**config.mk**
```make
export PLATFORM = sky130hd
export DESIGN_NAME = sermem_slave
export DESIGN_NICKNAME = d
export VERILOG_FILES = /design/src/rtl/sermem_pkg.sv /design/src/rtl/sermem_ctrl.sv /design/src/rtl/sermem_dp.sv /design/src/rtl/sermem_slave.sv
export SDC_FILE = /design/constraint.sdc
export NUM_CORES = 1
export LEC_CHECK = 0
export BUFFER_PORTS_ARGS = -buffer_cell sky130_fd_sc_hd__buf_2
export CORE_ASPECT_RATIO = 2
export CORE_MARGIN = 2
export CORE_UTILIZATION = 50
export CTS_BUF_LIST = sky130_fd_sc_hd__clkbuf_16
export DETAILED_ROUTE_END_ITERATION = 7
export PLACE_DENSITY = 0.72
export SYNTH_ARGS = -nofsm -noshare
export SYNTH_HDL_FRONTEND = slang
export SYNTH_SLANG_ARGS = --single-unit
```
**constraint.sdc**
```tcl
create_clock -name clk -period 1.6 [get_ports clk]
set_input_delay 0.16 -clock clk [delete_from_list [all_inputs] [get_ports clk]]
set_output_delay 0.16 -clock clk [all_outputs]
set_load 0.1 [all_outputs]
```
**src/rtl/sermem_pkg.sv**
```systemverilog
package sermem_pkg;

  typedef enum logic [2:0] {
    ST_OPCODE,
    ST_ADDR,
    ST_WRITE,
    ST_READ,
    ST_WREN,
    ST_SKIP
  } sermemState_e;

  typedef struct packed {
    logic rxShift;
    logic addrShift;
    logic memRead;
    logic memWrite;
    logic soLoad;
    logic soShift;
    logic idle;
  } sermemCtl_t;

  localparam logic [7:0] OP_WRITE = 8'h02;
  localparam logic [7:0] OP_READ  = 8'h03;
  localparam logic [7:0] OP_WREN  = 8'h06;

endpackage

```
**src/rtl/sermem_ctrl.sv**
```systemverilog
module sermem_ctrl
  import sermem_pkg::*;
#(
  parameter int DATA_W       = 8,
  parameter int ADDR_FIELD_W = 16
) (
  input  logic              clk,
  input  logic              rstN,
  input  logic              csS,
  input  logic              sckRise,
  input  logic              sckFall,
  input  logic [DATA_W-1:0] rxNext,
  output sermemCtl_t        ctl
);

  localparam int CNT_W = $clog2(ADDR_FIELD_W + 1);
  localparam logic [CNT_W-1:0] BYTE_LAST = CNT_W'(DATA_W - 1);
  localparam logic [CNT_W-1:0] ADDR_LAST = CNT_W'(ADDR_FIELD_W - 1);

  sermemState_e state;
  logic [CNT_W-1:0] bitCnt;
  logic wel;
  logic cmdRead;
  logic wrCmdSeen;
  logic wrenSeen;
  logic readPend;
  logic csPrev;

  wire csRise = csS & ~csPrev;

  always_comb begin
    ctl = '0;
    ctl.idle    = csS;
    ctl.memRead = readPend;
    if (!csS) begin
      if (sckRise) begin
        ctl.rxShift   = 1'b1;
        ctl.addrShift = (state == ST_ADDR);
        ctl.memWrite  = (state == ST_WRITE) && (bitCnt == BYTE_LAST) && wel;
      end
      if (sckFall && state == ST_READ) begin
        ctl.soLoad  = (bitCnt == '0);
        ctl.soShift = (bitCnt != '0);
      end
    end
  end

  always_ff @(posedge clk) begin
    if (!rstN) begin
      state     <= ST_OPCODE;
      bitCnt    <= '0;
      wel       <= 1'b0;
      cmdRead   <= 1'b0;
      wrCmdSeen <= 1'b0;
      wrenSeen  <= 1'b0;
      readPend  <= 1'b0;
      csPrev    <= 1'b1;
    end else begin
      csPrev   <= csS;
      readPend <= 1'b0;
      if (csS) begin
        state     <= ST_OPCODE;
        bitCnt    <= '0;
        wrCmdSeen <= 1'b0;
        wrenSeen  <= 1'b0;
        if (csRise) begin
          if (wrenSeen)  wel <= 1'b1;
          if (wrCmdSeen) wel <= 1'b0;
        end
      end else if (sckRise) begin
        case (state)
          ST_OPCODE: begin
            if (bitCnt == BYTE_LAST) begin
              bitCnt <= '0;
              case (rxNext)
                OP_WRITE: begin
                  state     <= ST_ADDR;
                  cmdRead   <= 1'b0;
                  wrCmdSeen <= 1'b1;
                end
                OP_READ: begin
                  state   <= ST_ADDR;
                  cmdRead <= 1'b1;
                end
                OP_WREN: begin
                  state    <= ST_WREN;
                  wrenSeen <= 1'b1;
                end
                default: state <= ST_SKIP;
              endcase
            end else begin
              bitCnt <= bitCnt + 1'b1;
            end
          end
          ST_ADDR: begin
            if (bitCnt == ADDR_LAST) begin
              bitCnt   <= '0;
              state    <= cmdRead ? ST_READ : ST_WRITE;
              readPend <= cmdRead;
            end else begin
              bitCnt <= bitCnt + 1'b1;
            end
          end
          ST_WRITE: bitCnt <= (bitCnt == BYTE_LAST) ? '0 : bitCnt + 1'b1;
          ST_READ: begin
            if (bitCnt == BYTE_LAST) begin
              bitCnt   <= '0;
              readPend <= 1'b1;
            end else begin
              bitCnt <= bitCnt + 1'b1;
            end
          end
          default: ;
        endcase
      end
    end
  end

endmodule

```
**src/rtl/sermem_dp.sv**
```systemverilog
module sermem_dp
  import sermem_pkg::*;
#(
  parameter int ADDR_W = 11,
  parameter int DATA_W = 8,
  parameter int COL_W  = 3
) (
  input  logic              clk,
  input  logic              rstN,
  input  logic              siS,
  input  sermemCtl_t        ctl,
  input  logic [DATA_W-1:0] memRdata,
  output logic [DATA_W-1:0] rxNext,
  output logic [ADDR_W-1:0] memAddr,
  output logic              memRe,
  output logic              memWe,
  output logic [DATA_W-1:0] memWdata,
  output logic              rowStrobe,
  output logic              soData,
  output logic              soEn
);

  localparam int ROW_W = ADDR_W - COL_W;

  logic [DATA_W-2:0] rxReg;
  logic [ADDR_W-1:0] addrReg;
  logic [DATA_W-1:0] rdBuf;
  logic [DATA_W-1:0] soReg;
  logic [ROW_W-1:0]  lastRow;
  logic              rowValid;

  wire [ROW_W-1:0] curRow = addrReg[ADDR_W-1:COL_W];
  wire             access = ctl.memRead | ctl.memWrite;

  assign rxNext = {rxReg, siS};
  assign soData = soReg[DATA_W-1];

  always_ff @(posedge clk) begin
    if (!rstN) begin
      rxReg     <= '0;
      addrReg   <= '0;
      memAddr   <= '0;
      memRe     <= 1'b0;
      memWe     <= 1'b0;
      memWdata  <= '0;
      rowStrobe <= 1'b0;
      rdBuf     <= '0;
      soReg     <= '0;
      soEn      <= 1'b0;
      lastRow   <= '0;
      rowValid  <= 1'b0;
    end else begin
      memRe     <= ctl.memRead;
      memWe     <= ctl.memWrite;
      rowStrobe <= 1'b0;
      if (ctl.rxShift)   rxReg   <= rxNext[DATA_W-2:0];
      if (ctl.addrShift) addrReg <= {addrReg[ADDR_W-2:0], siS};
      if (access) begin
        memAddr   <= addrReg;
        addrReg   <= addrReg + 1'b1;
        memWdata  <= rxNext;
        rowStrobe <= !rowValid || (curRow != lastRow);
        lastRow   <= curRow;
        rowValid  <= 1'b1;
      end
      if (memRe) rdBuf <= memRdata;
      if (ctl.soLoad) begin
        soReg <= rdBuf;
        soEn  <= 1'b1;
      end else if (ctl.soShift) begin
        soReg <= {soReg[DATA_W-2:0], 1'b0};
      end
      if (ctl.idle) begin
        soEn     <= 1'b0;
        rowValid <= 1'b0;
      end
    end
  end

endmodule

```
**src/rtl/sermem_slave.sv**
```systemverilog
module sermem_slave
  import sermem_pkg::*;
#(
  parameter int ADDR_W       = 11,
  parameter int DATA_W       = 8,
  parameter int COL_W        = 3,
  parameter int ADDR_FIELD_W = 16,
  parameter int SYNC_STAGES  = 2
) (
  input  logic              clk,
  input  logic              rstN,
  input  logic              csN,
  input  logic              sck,
  input  logic              si,
  output logic              soData,
  output logic              soEn,
  output logic [ADDR_W-1:0] memAddr,
  output logic              memRe,
  output logic              memWe,
  output logic [DATA_W-1:0] memWdata,
  input  logic [DATA_W-1:0] memRdata,
  output logic              rowStrobe
);

  logic [SYNC_STAGES-1:0] csPipe;
  logic [SYNC_STAGES-1:0] sckPipe;
  logic [SYNC_STAGES-1:0] siPipe;
  logic                   sckPrev;
  logic [DATA_W-1:0]      rxNext;
  sermemCtl_t             ctl;

  wire csS  = csPipe[SYNC_STAGES-1];
  wire sckS = sckPipe[SYNC_STAGES-1];
  wire siS  = siPipe[SYNC_STAGES-1];
  wire sckRise = sckS & ~sckPrev;
  wire sckFall = ~sckS & sckPrev;

  always_ff @(posedge clk) begin
    if (!rstN) begin
      csPipe  <= '1;
      sckPipe <= '0;
      siPipe  <= '0;
      sckPrev <= 1'b0;
    end else begin
      csPipe  <= {csPipe[SYNC_STAGES-2:0], csN};
      sckPipe <= {sckPipe[SYNC_STAGES-2:0], sck};
      siPipe  <= {siPipe[SYNC_STAGES-2:0], si};
      sckPrev <= sckS;
    end
  end

  sermem_ctrl #(
    .DATA_W      (DATA_W),
    .ADDR_FIELD_W(ADDR_FIELD_W)
  ) u_ctrl (
    .clk    (clk),
    .rstN   (rstN),
    .csS    (csS),
    .sckRise(sckRise),
    .sckFall(sckFall),
    .rxNext (rxNext),
    .ctl    (ctl)
  );

  sermem_dp #(
    .ADDR_W(ADDR_W),
    .DATA_W(DATA_W),
    .COL_W (COL_W)
  ) u_dp (
    .clk      (clk),
    .rstN     (rstN),
    .siS      (siS),
    .ctl      (ctl),
    .memRdata (memRdata),
    .rxNext   (rxNext),
    .memAddr  (memAddr),
    .memRe    (memRe),
    .memWe    (memWe),
    .memWdata (memWdata),
    .rowStrobe(rowStrobe),
    .soData   (soData),
    .soEn     (soEn)
  );

endmodule

```
==> results of run 1 <==
## power by group through the flow
stage          Clock, mW  Sequential, mW  Combinational (mW)
2_1_floorplan          0            2.02              0.0451
3_3_place_gp           0            2.02              0.0915
3_5_place_dp           0            2.02              0.0934
4_1_cts             2.05            1.98              0.0959
5_1_grt             2.14            1.98               0.107
6_report            2.03            1.98              0.0977
## routing by layer
layer  vias to the layer above  track usage [%]  wire (um)
met5                         -                0          0
met4                         0            15.00        341
met3                        27            5.860        301
met2                        73            42.87       4524
met1                      1452            21.45       2912
li1                       1482                -          -
## cell usage in the layout (no fill, tap or decap), types with 5 or more instances in the layout
cell,instances
and2_1,7
a211oi_1,7
clkbuf_16,9
nand3_1,13
dfxtp_2,9
nand2_1,50
nand4_1,7
nor2_1,41
xnor2_1,6
buf_2,36
xor2_1,5
mux2i_1,24
nand2b_1,6
a21oi_1,38
buf_4,49
dfxtp_1,70
inv_2,5
## critical path, cell delays in order (launching register included)
cell and delay (ns):
dfxtp_2 0.35, ha_4 0.13, and4bb_4 0.29, a41o_1 0.27
nand4_1 0.17, o31a_1 0.27, o21ai_1 0.12
## metrics by stage
step	power [mW]	setup TNS [ns]	setup WS [ns]	hold slack, ns
6_report	4.104	-0.2596	-0.07066	0.03392
5_1_grt	4.225	-2.727	-0.1791	0.03203
4_1_cts	4.128	-0.1853	-0.07543	0.02608
3_5_place_dp	2.118	-1.045	-0.1164	0.3494
3_3_place_gp	2.115	-0.4025	-0.08952	0.3461
2_1_floorplan	2.069	-0.07212	-0.04843	0.2330
## synthesized netlist by cell type, types with 2 or more instances
master and number:
nor3_1 4, o31ai_1 3, a21oi_1 38, nand3b_1 2
nand2b_1 6, xor2_1 5, xnor2_1 6, and3_1 3
a21o_1 3, nand2_1 51, nor4_1 3, nand4_1 7
nor2_1 41, dfxtp_1 79, nor3_2 2, nor4b_1 2
a2bb2oi_1 2, buf_4 2, and2_1 7, nand3_1 14
inv_2 2, ha_1 5, nor3b_1 3, a211oi_1 8
buf_2 9, clkbuf_1 15, mux2i_1 24, a311oi_1 2
inv_1 7
## final timing paths
| kind | from | end | slack, ns | cells after the start |
|---|---|---|---|---|
| min reg2reg | csPipe[0] | csPipe[1] | 0.42 | 1 |
| max | u_ctrl.bitCnt[1] | u_dp.addrReg[10] | -0.07 | 6 |
| min | si | siPipe[0] | 0.03 | 2 |
| max reg2reg | u_ctrl.bitCnt[1] | u_dp.addrReg[10] | -0.07 | 6 |
## cell families after synthesis
kind of cell / share of synthesized area (%)
flip-flops: 46.42
XOR/XNOR: 2.828
AND/OR/NAND/NOR: 23.28
multiplexers: 7.382
adder cells (fa/ha/maj): 1.836
buffers and inverters: 4.737
AO/OA/AOI/OAI: 13.52
## state kept, by name, indices dropped and copies added (netlist names), 3 cells and up
register / flops
u_dp.addrReg: 11
u_dp.lastRow: 8
u_dp.memWdata: 8
u_dp.rdBuf: 8
u_dp.soReg: 8
u_dp.rxReg: 7
u_ctrl.bitCnt: 5
u_ctrl.state: 3
u_dp.memAddr: 3
## timing repair
item | in CTS | in global routing
hold buffers | 1 | 0
setup buffers | 3 | 1
setup endpoints to repair | 31 | 41
pin swaps | 5 | 3
gates resized for setup | 13 | 12
hold endpoints to repair | 1 | 0
cloned | 0 | 1
## layout make-up
class	count	share of cell area, %
clock buffer	9	5.068
clock inverter	6	1.577
inverter	9	0.7601
multi-input combinational	268	39.81
sequential	79	35.84
tap	88	2.477
timing repair buffer	92	14.47
==> flow_metrics.tcl, run 1 <==
set metrics [dict create \
    grt_start_max_net_pins 27 \
    powerDensity_nw_per_um2 923.5 \
    finalCriticalPeriod_ns 1.671 \
    switching_share_pct 21.37 \
    seq_area_sq_um 1593 \
    track_usage_pct 22.87 \
    die_h_um 120.7 \
    clk_path_buf_depth 2 \
    vias_per_cell 5.506 \
    syn_inst 383 \
    arrival_ns 1.94 \
    dieArea_sq_um 7531 \
    post_dp_cell_area_sq_um 4008 \
    drive_above_1_share_pct 30.24 \
    drtIter0Drc 196 \
    critPathMaxFanout 5 \
    yosys_warnings 0 \
    fin_area_sq_um 4444 \
    stdcell_count 551 \
    hold_viol_final 0 \
    yosysTopAreaCell "dfxtp_1" \
    grt_pass1_vias 3077 \
    syn_avg_cell_area_sq_um 8.896 \
    switchingPower_uw 877.3 \
    p_seq_share_pct 48.3 \
    first_pass_iters 4 \
    multi_input_area_sq_um 1769 \
    pin_count 37 \
    skew_ns 0.006485 \
    fillCellCount 553 \
    start_kind "flop" \
    cap_violations 0 \
    p_leak_nw 1.780 \
    grt_setup_unrepaired "yes" \
    fmax_mhz 598.6 \
    synth_top_area_share_pct 46.42 \
    drtAntennaViolNets 0 \
    cts_root_buf "clkbuf_16" \
    antenna_found_initial 0 \
    yosysUniqueCellTypes 57 \
    async_reset_ff_share_pct 0 \
    ys_ff_latch 79 \
    vias 3034 \
    area_growth_pct 30.44 \
    synth_edf_count 0 \
    failed_checks "setup timing" \
    worst_slew_pin_slew_ns 0.5041 \
    syn_area_sq_um 3407 \
    synthesis.nets 401 \
    drc 0 \
    drv_slew 0 \
    post-route-period-util_pct 104.4 \
    fp.coreArea_sq_um 6621 \
    cts_tree "done" \
    seq_area_frac_synth_pct 46.42 \
    clock-sinks 79 \
    slew_headroom_pct 66.34 \
    wl_um 8079 \
    min-delay-path-class "in2reg" \
    setup_viol_count_final 8 \
    hpwlAfterDp_um 5729 \
    synth-main-ff-cell "dfxtp_1" \
    dieWidth_um 62.37 \
    start_util_pct 51.46 \
    rows 42 \
    ir_drop_v 0.0008326 \
    numCtsBuffers 9 \
    critPathKind "reg2reg" \
    worstSetupEndpointType "flop" \
    p_int_mw 3.227 \
    status "complete, but fails checks" \
    h-tree-depth 3 \
    gp_congestion 0.9096 \
    final_nets 477 \
    comb_power_share_pct 2.4 \
    portBuffers 36 \
    ys_top_cells_by_area "dfxtp_1 46%, mux2i_1 7.1%, nand2_1 5.6%" \
    final_core_util_pct 67.12 \
    clock_latency_ns 0.34 \
    grt_remaining_overflow 0 \
    clkPwrFrac_pct 49.4 \
    finalWorstSetupSlack_ns -0.07066 \
    clkTransAtPathRegs_ns 0.06 \
    critPathRequiredTime_ns 1.87 \
    wl_per_cell_um 14.66 \
    place_inst 530 \
    antenna_cells 0 \
    grt_pass1_wl_um 13500 \
]
No activity file was read; power rests on OpenSTA's default activity.
==> run 2, diff against run 1 <==
Settings changed: BUFFER_PORTS_ARGS -buffer_cell sky130_fd_sc_hd__buf_2 to unset, DONT_BUFFER_PORTS set to 1, PLACE_DENSITY 0.72 to 0.68, SYNTH_HIERARCHICAL set to 1.
==> flow_metrics.tcl, run 2 <==
set metrics [dict create \
    status "complete, but fails checks" \
    failed_checks "hold timing, setup timing" \
    fin_area_sq_um 5024 \
    setup_viol_count_final 45 \
    async_reset_ff_share_pct 0 \
    fp.coreArea_sq_um 6674 \
    post-route-period-util_pct 136.6 \
    cts_root_buf "clkbuf_16" \
    yosys_warnings 6 \
    crit_slowest_cell "or3b_4" \
    critPathKind "reg2reg" \
    syn_area_sq_um 3453 \
    drv_slew 0 \
    cap_violations 0 \
    cp_num_buf_inv 2 \
    clk_path_buf_depth 2 \
    whs_ns -0.0007098 \
    vias_per_cell 5.626 \
    min-delay-path-class "in2reg" \
    finalWorstSetupSlack_ns -0.5862 \
    syn_avg_cell_area_sq_um 8.743 \
    p_leak_nw 1.927 \
    dieWidth_um 62.77 \
    synth-main-ff-cell "dfxtp_1" \
    cp_common_cell "buf_4" \
    final_core_util_pct 75.27 \
    arrival_ns 2.39 \
    synth_common_cells "79 x dfxtp_1, 56 x nor2_1, 53 x nand2_1" \
    worstSetupEndpointType "flop" \
    wl_met1_um 3509 \
    seq_area_frac_synth_pct 45.80 \
    synthesis.nets 413 \
    ys_top_cells_by_area "dfxtp_1 46%, mux2i_1 7.0%, nor2_1 6.1%" \
    dieArea_sq_um 7628 \
    critPathTopFamily "simple AND/OR/NAND/NOR gates" \
    maxUsedRoutingLayer "met4" \
    yosysTopAreaCell "dfxtp_1" \
    rows 42 \
    gp_congestion 0.9094 \
    syn_inst 395 \
    drc 0 \
    wl_um 10240 \
    final_nets 500 \
    critPathRequiredTime_ns 1.81 \
    cp_slowest_stage_delay_ns 0.40 \
    finalCriticalPeriod_ns 2.186 \
    final_common_cell "dfxtp_1" \
    area_growth_pct 45.47 \
    portBuffers 0 \
    clock_latency_ns 0.34 \
    route.met3.wl_um 442 \
    total_power_mw 4.414 \
    drive_above_1_share_pct 39.01 \
    grt_pass1_wl_um 14660 \
    skew_ns 0.01087 \
    start_util_pct 51.74 \
    clkTransAtPathRegs_ns 0.06 \
    post_dp_cell_area_sq_um 4020 \
    hold_viol_final 1 \
    grt_pass1_vias 3199 \
    critPathMaxFanout 4 \
    synth_edf_count 0 \
    drtAntennaViolNets 0 \
    yosysUniqueCellTypes 56 \
    grt_remaining_overflow 0 \
    cts_tree "done" \
    antenna_found_initial 0 \
    place_ws_ns -0.4910 \
    ys_ff_latch 79 \
    yosys.cell_count.top_type "dfxtp_1" \
    synth_top_area_share_pct 45.80 \
    clock-sinks 79 \
    fillCellCount 433 \
    reg_top3 "u_dp/addrReg (11), u_dp/memAddr (11)" \
    grt_setup_unrepaired "yes" \
    powerDensity_nw_per_um2 878.6 \
    worst_slew_pin_slew_ns 0.4505 \
    hpwlAfterDp_um 5926 \
    vias 3235 \
    h-tree-depth 3 \
    first_pass_iters 5 \
    fmax_mhz 457.4 \
    wl_per_cell_um 17.81 \
    ir_drop_v 0.0006800 \
    stdcell_count 575 \
    met2_length_um 5724 \
    layout_common_cells "75 x dfxtp_1, 74 x buf_4, 44 x nor2_1, 42 x nand2_1" \
    path_cells "ha_4, and4bb_4, nand4b_1, nor3b_2, buf_4, buf_4, or3b_4, and4b_1, a31oi_1, o211ai_1" \
    slew_headroom_pct 69.96 \
    die_h_um 121.5 \
    start_kind "flop" \
    antenna_cells 0 \
    drtIter0Drc 289 \
    place_inst 526 \
    track_usage_pct 25.09 \
    pin_count 37 \
    grt_start_max_net_pins 55 \
    numCtsBuffers 9 \
]
[run 2: path summary, 6_finish.rpt]
check | endpoint | from | cells after the start | slack, ns
setup / recovery | u_dp/addrReg[10] | u_ctrl/bitCnt[0] | 10 | -0.59
hold / removal | u_dp/addrReg[5] | rstN | 2 | -0.0007
setup reg to reg | u_dp/addrReg[10] | u_ctrl/bitCnt[0] | 10 | -0.59
hold reg to reg | csPipe[1] | csPipe[0] | 1 | 0.41
[run 2: routing by layer]
layer  vias to the layer above  global-route usage, %
met3                        46                  5.171
met1                      1541                  22.66
met5                         -                      0
met4                         0                  17.92
met2                       123                  48.25
li1                       1525                      -
[run 2: cell families (layout without fill, tap and decap cells)]
kind of cell,after synthesis,after routing,share of synthesized area (%)
compound gates,66,66,11.30
xor+xnor,10,10,2.536
fa+ha+maj,5,5,1.812
buf+inv,39,131,5.978
flops,79,79,45.80
mux,26,26,7.609
simple gates,170,170,24.96
[run 2: report_power, final]
| part | switching (mW) | total (mW) | internal, mW |
|---|---|---|---|
| Combinational | 0.0551 | 0.0972 | 0.0421 |
| Clock | 0.812 | 2.34 | 1.53 |
| Sequential | 0.00527 | 1.98 | 1.97 |
[run 2: cell type report]
type | instances | area (sq um) | area share, %
inverter | 10 | 42.54 | 0.8468
sequential | 79 | 1589 | 31.63
multi-input combinational | 277 | 1977 | 39.35
tap | 88 | 110.1 | 2.192
clock inverter | 7 | 118.9 | 2.366
clock buffer | 9 | 225.2 | 4.483
timing repair buffer | 105 | 960.9 | 19.13
[run 2: repair_timing]
action	CTS	global route
buffers inserted	7	14
pin swaps	15	32
setup endpoints to repair	46	47
cloned	2	2
hold buffers	10	0
gates resized for setup	38	55
endpoints found under the hold margin	18	0
[run 2: worst reg2reg max path: stages, from the launching register on]
cell,delay (ns)
dfxtp_4,0.35
ha_4,0.16
and4bb_4,0.20
nand4b_1,0.10
nor3b_2,0.05
buf_4,0.14
buf_4,0.13
or3b_4,0.40
and4b_1,0.21
a31oi_1,0.18
o211ai_1,0.13
[run 2: metrics by stage]
step	hold slack, ns	TNS (ns)
after floorplan	0.2330	-8.266
after global placement	0.2355	-10.54
after detailed placement	0.2393	-12.64
after CTS	0.003128	-11.36
after global routing	0.01061	-17.30
final	-0.0007098	-14.35
==> run 3, diff against run 2 <==
--- a/config.mk
+++ b/config.mk
@@ -13,4 +13,5 @@
 export DONT_BUFFER_PORTS = 1
 export PLACE_DENSITY = 0.68
+export SETUP_SLACK_MARGIN = 0.05
 export SYNTH_ARGS = -nofsm -noshare
 export SYNTH_HDL_FRONTEND = slang
==> constraint.sdc (replaced) <==
create_clock -name clk -period 1.6 [get_ports clk]
set_input_delay 0.08 -clock clk [delete_from_list [all_inputs] [get_ports clk]]
set_output_delay 0.08 -clock clk [all_outputs]
set_load 0.1 [all_outputs]
==> flow_metrics.tcl, run 3 (same netlist as run 2, synthesis figures left out) <==
set metrics [dict create \
    cts_tree "done" \
    worst_slew_pin_slew_ns 0.4415 \
    clkTransAtPathRegs_ns 0.06 \
    stdcell_count 576 \
    pin_count 37 \
    setup_viol_count_final 46 \
    start_util_pct 51.74 \
    skew_ns 0.005557 \
    slew_headroom_pct 70.52 \
    antenna_cells 0 \
    grt_pass1_wl_um 14390 \
    antenna_found_initial 0 \
    first_pass_iters 5 \
    area_growth_pct 39.31 \
    rows 42 \
    fp.coreArea_sq_um 6674 \
    worstSetupEndpointType "flop" \
    drv_slew 0 \
    grt_pass1_vias 3126 \
    cap_violations 0 \
    finalCriticalPeriod_ns 2.150 \
    post_dp_cell_area_sq_um 4025 \
    p_leak_nw 1.867 \
    start_kind "flop" \
    clock-sinks 79 \
    crit_start "u_ctrl/bitCnt[1]" \
    drtAntennaViolNets 0 \
    timing.rr.start "u_ctrl/bitCnt[1]" \
    die_h_um 121.5 \
    clk_path_buf_depth 2 \
    vias 3168 \
    drtIter0Drc 238 \
    critPathKind "reg2reg" \
    grt_start_max_net_pins 35 \
    drive_above_1_share_pct 31.35 \
    fillCellCount 489 \
    cts_root_buf "clkbuf_16" \
    min-delay-path-class "in2reg" \
    critPathRequiredTime_ns 1.85 \
    status "complete, but fails checks" \
    layout_common_cells "75 x dfxtp_1, 73 x buf_4, 51 x nand2_1, 50 x nor2_1, 36 x a21oi_1" \
    fmax_mhz 465.2 \
    failed_checks "setup timing" \
    finalWorstSetupSlack_ns -0.5497 \
    place_inst 528 \
    portBuffers 0 \
    grt_remaining_overflow 0 \
    wl_um 9372 \
    track_usage_pct 24.52 \
    powerDensity_nw_per_um2 837.7 \
    dieArea_sq_um 7628 \
    fin_area_sq_um 4811 \
    vias_per_cell 5.500 \
    h-tree-depth 3 \
    drc 0 \
    gp_congestion 0.8780 \
    clock_latency_ns 0.33 \
    grt_setup_unrepaired "yes" \
    final_common_cell "dfxtp_1" \
    arrival_ns 2.40 \
    ir_drop_v 0.0006365 \
    dieWidth_um 62.77 \
    min_from "rstN" \
    numCtsBuffers 9 \
    wl_per_cell_um 16.27 \
    hold_viol_final 0 \
    post-route-period-util_pct 134.4 \
    final_nets 503 \
    reg_top3 "u_dp/addrReg (11), u_dp/memAddr (11)" \
    hpwlAfterDp_um 5864 \
    critPathMaxFanout 5 \
]
run 3: layout make-up:
cell class / count / area [sq um] / area share (%)
clock buffers: 9 / 225.2 / 4.681
well taps: 88 / 110.1 / 2.289
clock inverters: 5 / 53.80 / 1.118
inverters: 10 / 37.54 / 0.7802
repair buffers: 107 / 909.6 / 18.91
multi-input cells: 278 / 1886 / 39.19
flip-flops and latches: 79 / 1589 / 33.03
run 3: worst max-delay path, cell delays in order, from the launching register on:
cell and delay [ns]:
dfxtp_2 0.35, ha_4 0.13, and4bb_4 0.25, nand4b_1 0.14, nor3b_4 0.32, o2111ai_2 0.17
nor4_2 0.20, mux2_1 0.37, a21oi_1 0.15
run 3: power by group:
part | switching (mW) | internal [mW]
registers | 0.00662 | 1.97
logic | 0.0501 | 0.0520
clock network | 0.766 | 1.18
total | 0.823 | 3.21
run 3: what timing repair did:
action,in CTS,in global routing
hold endpoints to repair,20,3
resized for setup,33,23
cloned,3,2
endpoints found under the setup margin,47,49
pin swaps,10,12
setup buffers,3,11
hold buffers,18,1
run 3: worst paths after layout:
check	end	slack, ns	depth (start not counted)
setup reg to reg	u_dp/addrReg[9]	-0.55	8
hold / removal	u_ctrl/wrCmdSeen	0.04	3
hold reg to reg	u_dp/memWdata[6]	0.45	2
setup / recovery	u_dp/addrReg[9]	-0.55	8
run 3: stage by stage:
step	power, mW	util [%]	hold slack (ns)	worst slack (ns)	setup TNS [ns]
2_1_floorplan	2.068	-	0.1530	-0.4170	-8.248
3_3_place_gp	2.082	60.31	0.1550	-0.4298	-12.52
3_5_place_dp	2.082	60.31	0.1584	-0.5128	-13.96
4_1_cts	4.041	69.78	-0.1199	-0.4174	-9.983
5_1_grt	4.132	72.08	0.02957	-0.6343	-17.39
6_report	4.030	72.08	0.03564	-0.5497	-14.24
run 3: per-layer routing:
metal | share of wire, % | GRT usage, % | up-vias
met5 | 0 | 0 | -
met4 | 5.5 | 17.64 | 0
met3 | 3.5 | 4.432 | 38
met2 | 55 | 45.77 | 106
met1 | 36 | 23.71 | 1489
li1 | - | - | 1535
